<file path="src/rtl/brc_pkg.sv">
package brc_pkg;
  localparam int CFG_W  = 16;
  localparam int BEAT_W = 6;
  localparam int WAIT_W = 3;
  localparam logic [CFG_W-1:0] CFG_RST = 16'hAD08;

  typedef struct packed {
    logic              sync_en;
    logic [WAIT_W-1:0] wait_edges;  // first-data edge minus two
    logic              rdy_hi;
    logic              rdy_lead;
    logic              wrap;
    logic [BEAT_W-1:0] blen;        // 0 = unbounded
  } cfg_t;

  typedef enum logic [1:0] {ST_IDLE, ST_WAIT, ST_ISSUE} st_e;

  function automatic cfg_t cfg_decode(input logic [CFG_W-1:0] r);
    cfg_t c;
    logic [WAIT_W-1:0] lc;
    lc = (r[13:11] > 3'd5) ? 3'd5 : r[13:11];
    c.sync_en    = ~r[15];
    c.wait_edges = lc;
    c.rdy_hi     = r[10];
    c.rdy_lead   = ~r[8] && (lc != '0);
    c.wrap       = r[3];
    case (r[2:0])
      3'd2:    c.blen = 6'd8;
      3'd3:    c.blen = 6'd16;
      3'd4:    c.blen = 6'd32;
      default: c.blen = 6'd0;
    endcase
    return c;
  endfunction
endpackage

</file>
<file path="src/rtl/brc_cfg_reg.sv">
module brc_cfg_reg
  import brc_pkg::*;
(
  input  logic             clk_i,
  input  logic             rst_ni,
  input  logic             we_i,
  input  logic [CFG_W-1:0] wdata_i,
  output cfg_t             cfg_o
);
  logic [CFG_W-1:0] cfg_q;

  always_ff @(posedge clk_i or negedge rst_ni) begin
    if (!rst_ni)   cfg_q <= CFG_RST;
    else if (we_i) cfg_q <= wdata_i;
  end

  assign cfg_o = cfg_decode(cfg_q);


  cfg_hold_chk: assert property (@(posedge clk_i) disable iff (!rst_ni)
    !we_i |=> $stable(cfg_q));
endmodule

</file>
<file path="src/rtl/brc_addr_step.sv">
module brc_addr_step
  import brc_pkg::*;
#(
  parameter int ADDR_W = 24
) (
  input  logic [ADDR_W-1:0] addr_i,
  input  logic              wrap_i,
  input  logic [BEAT_W-1:0] blen_i,
  output logic [ADDR_W-1:0] addr_o
);
  logic [ADDR_W-1:0] mask;
  logic [ADDR_W-1:0] lin;

  always_comb begin
    lin  = addr_i + 1'b1;
    mask = (wrap_i && blen_i != '0) ? ADDR_W'(blen_i - 1'b1) : '0;
    if (mask != '0) addr_o = (addr_i & ~mask) | (lin & mask);
    else            addr_o = lin;
  end
endmodule

</file>
<file path="src/rtl/brc_seq.sv">
module brc_seq
  import brc_pkg::*;
#(
  parameter int ADDR_W = 24
) (
  input  logic              clk_i,
  input  logic              rst_ni,
  input  cfg_t              cfg_i,
  input  logic              ce_i,
  input  logic              avd_i,
  input  logic [ADDR_W-1:0] addr_i,
  output logic              rd_en_o,
  output logic [ADDR_W-1:0] rd_addr_o,
  output logic              rdy_act_o
);
  st_e               state_q;
  logic [WAIT_W-1:0] wcnt_q;
  logic [BEAT_W-1:0] beat_q;
  logic [ADDR_W-1:0] cur_q, nxt;
  logic              en_q, sync_word_q;

  brc_addr_step #(.ADDR_W(ADDR_W)) u_step (
    .addr_i (cur_q),
    .wrap_i (cfg_i.wrap),
    .blen_i (cfg_i.blen),
    .addr_o (nxt)
  );

  always_ff @(posedge clk_i or negedge rst_ni) begin
    if (!rst_ni) begin
      state_q     <= ST_IDLE;
      wcnt_q      <= '0;
      beat_q      <= '0;
      cur_q       <= '0;
      en_q        <= 1'b0;
      sync_word_q <= 1'b0;
      rd_addr_o   <= '0;
    end else if (!ce_i) begin
      state_q     <= ST_IDLE;
      en_q        <= 1'b0;
      sync_word_q <= 1'b0;
    end else if (avd_i) begin
      sync_word_q <= 1'b0;
      if (cfg_i.sync_en) begin
        cur_q  <= addr_i;
        beat_q <= '0;
        en_q   <= 1'b0;
        wcnt_q <= cfg_i.wait_edges;
        state_q <= (cfg_i.wait_edges == '0) ? ST_ISSUE : ST_WAIT;
      end else begin
        state_q   <= ST_IDLE;
        en_q      <= 1'b1;
        rd_addr_o <= addr_i;
      end
    end else begin
      en_q        <= (state_q == ST_ISSUE);
      sync_word_q <= (state_q == ST_ISSUE);
      rd_addr_o   <= cur_q;
      case (state_q)
        ST_WAIT: begin
          wcnt_q <= wcnt_q - 1'b1;
          if (wcnt_q == WAIT_W'(1)) state_q <= ST_ISSUE;
        end
        ST_ISSUE: begin
          cur_q  <= nxt;
          beat_q <= beat_q + 1'b1;
          if (cfg_i.blen != '0 && beat_q == cfg_i.blen - 1'b1) state_q <= ST_IDLE;
        end
        default: ;
      endcase
    end
  end

  assign rd_en_o   = en_q;
  assign rdy_act_o = cfg_i.rdy_lead ? (state_q == ST_ISSUE) : sync_word_q;


  deselect_idle_chk: assert property (@(posedge clk_i) disable iff (!rst_ni)
    !ce_i |=> (!rd_en_o && !rdy_act_o));

  async_single_chk: assert property (@(posedge clk_i) disable iff (!rst_ni)
    (ce_i && avd_i && !cfg_i.sync_en) |=> (rd_en_o && !rdy_act_o && rd_addr_o == $past(addr_i)));

  lead_precedes_data_chk: assert property (@(posedge clk_i) disable iff (!rst_ni)
    (cfg_i.rdy_lead && rdy_act_o && ce_i && !avd_i) |=> rd_en_o);

  beat_bound_chk: assert property (@(posedge clk_i) disable iff (!rst_ni)
    (state_q == ST_ISSUE && cfg_i.blen != '0) |-> (beat_q < cfg_i.blen));
endmodule

</file>
<file path="src/rtl/burst_rd_ctrl.sv">
module burst_rd_ctrl
  import brc_pkg::*;
#(
  parameter int ADDR_W = 24
) (
  input  logic              clk_i,
  input  logic              rst_ni,
  input  logic              cfg_we_i,
  input  logic [15:0]       cfg_wdata_i,
  input  logic              ce_i,
  input  logic              addr_vld_i,
  input  logic [ADDR_W-1:0] addr_i,
  output logic              rd_en_o,
  output logic [ADDR_W-1:0] rd_addr_o,
  output logic              rdy_o
);
  cfg_t              cfg;
  logic              rdy_act;
  logic [ADDR_W-1:0] blk_mask;

  brc_cfg_reg u_cfg (
    .clk_i   (clk_i),
    .rst_ni  (rst_ni),
    .we_i    (cfg_we_i),
    .wdata_i (cfg_wdata_i),
    .cfg_o   (cfg)
  );

  brc_seq #(.ADDR_W(ADDR_W)) u_seq (
    .clk_i     (clk_i),
    .rst_ni    (rst_ni),
    .cfg_i     (cfg),
    .ce_i      (ce_i),
    .avd_i     (addr_vld_i),
    .addr_i    (addr_i),
    .rd_en_o   (rd_en_o),
    .rd_addr_o (rd_addr_o),
    .rdy_act_o (rdy_act)
  );

  assign rdy_o    = cfg.rdy_hi ? rdy_act : ~rdy_act;
  assign blk_mask = ADDR_W'(cfg.blen - 1'b1);


  wrap_block_chk: assert property (@(posedge clk_i) disable iff (!rst_ni)
    (rd_en_o && $past(rd_en_o) && cfg.sync_en && cfg.wrap && cfg.blen != '0)
      |-> (((rd_addr_o ^ $past(rd_addr_o)) & ~blk_mask) == '0));
endmodule

</file>
<file path="config.mk">
export PLATFORM = sky130hd
export DESIGN_NAME = burst_rd_ctrl
export DESIGN_NICKNAME = d
export VERILOG_FILES = /design/src/rtl/brc_pkg.sv /design/src/rtl/brc_cfg_reg.sv /design/src/rtl/brc_addr_step.sv /design/src/rtl/brc_seq.sv /design/src/rtl/burst_rd_ctrl.sv
export SDC_FILE = /design/constraint.sdc
export NUM_CORES = 1
export LEC_CHECK = 0
export BUFFER_PORTS_ARGS = -buffer_cell sky130_fd_sc_hd__buf_2
export CORE_MARGIN = 3
export CORE_UTILIZATION = 56
export CTS_CLUSTER_DIAMETER = 200
export DETAILED_ROUTE_END_ITERATION = 7
export GPL_ROUTABILITY_DRIVEN = 1
export HOLD_SLACK_MARGIN = 0.05
export PLACE_DENSITY = 0.89
export SYNTH_ARGS = -nofsm -noshare
export SYNTH_HDL_FRONTEND = slang
export SYNTH_SLANG_ARGS = --single-unit
</file>
<file path="constraint.sdc">
create_clock -name clk_i -period 2.9 [get_ports clk_i]
set_input_delay 0.58 -clock clk_i [delete_from_list [all_inputs] [get_ports clk_i]]
set_output_delay 0.58 -clock clk_i [all_outputs]
set_load 0.02 [all_outputs]
</file>
==> metrics.csv <==
metric,value,unit
synth_top_area_share,41.3,%
drt_pass1_iterations,5,
ys_types,58,
cp.required,3130,ps
die_w,89.9,um
cts.htree.levels,3,
critPathBufInv,1,
vias,3456,
critPathTopFamily,simple AND/OR/NAND/NOR gates,
path_cells,nand3b_1 > ha_1 > and4bb_2 > nor3_2 > nor2_1 > buf_4 > o21ai_0 > o311ai_0,
crit_slowest_cell,dfrtp_1,
setup_slack,448,ps
io-pin-count,71,
grt_pass1_vias,3313,
numCtsBuffers,9,
avgSynthCellArea,9.33,um2
synth-main-ff-cell,dfrtp_1,
syn_nets,475,
grt_usage,23.3,%
grt_max_degree,60,
stdcell_count,577,
peakVddDrop,323,uV
cp-end-kind,flip-flop,
maxCapViolations,0,
portBuffers,64,
vias_per_cell,5.99,
ys_seq_area_share,45.3,%
place_ws,550,ps
setup.worst_path.class,flip-flop to flip-flop,
clk_pin_slew,80,ps
start_util,60.0,%
cts-root-buf,clkbuf_8,
grt_pass1_wl,15500,um
critPathMaxFanout,12,
cts.path.max_buffers,2,
fp.dieH,89.9,um
cts_sinks,71,
leakage,1.96,nW
fin_skew,6.54,ps
final_area,4510,um2
clock_latency,350,ps
n_fill_cell,507,
rsz0062_at_grt,false,
holdBufCountCts,0,
power,2.87,mW
drive_gt1_share,23.3,%
place_inst,561,
antenna_found_initial,0,
yosys_register_bits,71,
hold_viol_final,0,
critPathMaxStageDelay,460,ps
clock.fmax,0.408,GHz
synth_area_leader_cell,dfrtp_1,
synth-edff-count,0,
drtIter0Drc,206,
post_cts_resized,0,
cts_setup_buffers,0,
slew_headroom,55.5,%
dp_hpwl,6390,um
routabilityCongestion,0.866,
synth_area_leaders,"dfrtp_1 (41%), mux2i_1 (7.6%), a21oi_1 (5.2%), nor2_1 (4.9%), dfstp_2 (4.0%)",
pwr_density_cell,635,nW/um2
arrival,2680,ps
fin_setup_tns,0,ps
worst_pin_slew,665,ps
syn_inst,422,
syn_area,3940,um2
std_cell_rows,29,
core,6570,um2
areaGrowthSynthToFinish,14.5,%
yosysMostFrequentCell,dfrtp_1,
hold_slack,109,ps
ys_warn_count,0,
final_core_util,68.7,%
finalMaxSlewViolations,0,
fin_crit_sh,84.6,%
diodes,0,
wirelength,9290,um
post-route-min-period,2450,ps
grt_overflow,0,
final_antenna_net_count,0,
outcome,"complete, no violations",
hold_class,input pin to asynchronous set/reset pin,
cts_tree,done,
die_area,8080,um2
routedWlPerCell,16.1,um
layout.nets,532,
synth_common_cells,"dfrtp_1 (65), nor2_1 (51), a21oi_1 (41), nand2_1 (34), mux2i_1 (30)",
drc,0,
setup-violations-final,0,
start_kind,flip-flop,
placed_cell_area,4340,um2
async_flop_share,100,%
[metal layers]
layer  up-vias  wire, um  track usage [%]
li1       1645         -                -
met1      1628      4020             30.2
met2       163      4400             38.2
met3        20       660             4.34
met4         0       202             10.6
met5         -         0                0
[where the power goes]
group,internal [mW],total [mW],leakage (nW),switching [mW]
Sequential,1.20,1.41,0.829,0.219
Clock,0.330,0.701,0.0861,0.371
Combinational,0.316,0.751,1.05,0.436
[layout by cell type (no fill, tap or decap), types with 3 or more instances in the layout]
| cell type | netlist | final |
|---|---|---|
| nor2_1 | 51 | 51 |
| a31oi_1 | 8 | 8 |
| o21ai_0 | 24 | 24 |
| nor2b_1 | 5 | 5 |
| and4_1 | 3 | 3 |
| o311ai_0 | 4 | 4 |
| and2_1 | 3 | 3 |
| inv_1 | 10 | 10 |
| o22ai_1 | 5 | 5 |
| ha_1 | 8 | 8 |
| nor3_1 | 3 | 3 |
| buf_4 | 0 | 5 |
| nor3_2 | 3 | 3 |
| clkinv_2 | 0 | 3 |
| nand3_1 | 23 | 23 |
| o211ai_1 | 6 | 6 |
| nand2b_1 | 5 | 5 |
| nand4_1 | 5 | 5 |
| xor2_1 | 4 | 4 |
| a21oi_1 | 41 | 41 |
| dfrtp_1 | 65 | 65 |
| mux2_2 | 10 | 10 |
| dfstp_2 | 6 | 6 |
| nand2_1 | 34 | 34 |
| mux2i_1 | 30 | 30 |
| buf_2 | 5 | 64 |
| and3_1 | 3 | 3 |
| nand3b_1 | 4 | 4 |
| clkbuf_8 | 0 | 10 |
[cells by family (layout without fill, tap and decap cells)]
| group | Yosys count | after routing | synth area share [%] |
|---|---|---|---|
| compound gates | 109 | 109 | 17.2 |
| xor+xnor | 5 | 5 | 1.11 |
| fa+ha+maj | 8 | 8 | 2.54 |
| buf+inv | 36 | 98 | 3.81 |
| flops | 71 | 71 | 45.3 |
| mux | 41 | 41 | 10.9 |
| simple gates | 152 | 152 | 19.2 |
[worst paths after layout]
path,startpoint,end,slack [ps],cells past startpoint
setup / recovery,u_cfg.cfg_q[2],flip-flop,450,8
hold / removal,rst_ni,u_seq.rd_addr_o[7],110,1
setup reg to reg,u_cfg.cfg_q[2],flip-flop,450,8
hold reg to reg,u_seq.beat_q[0],u_seq.beat_q[0],510,1
max in group asynchronous,rst_ni,u_cfg.cfg_q[3],2140,2
min in group clk_i,addr_i[16],flip-flop,450,3
[area by class of cell]
class                   instances  area [um2]  share of cell area (%)
repair buffers                 71         398                    8.82
clock buffers                  12         145                    3.22
well taps                      93         116                    2.58
multi-input cells             315        2000                    44.4
inverters                      11        41.3                   0.915
flip-flops and latches         71        1780                    39.5
clock inverters                 4        22.5                   0.499
(Power assumes the default switching activity.)
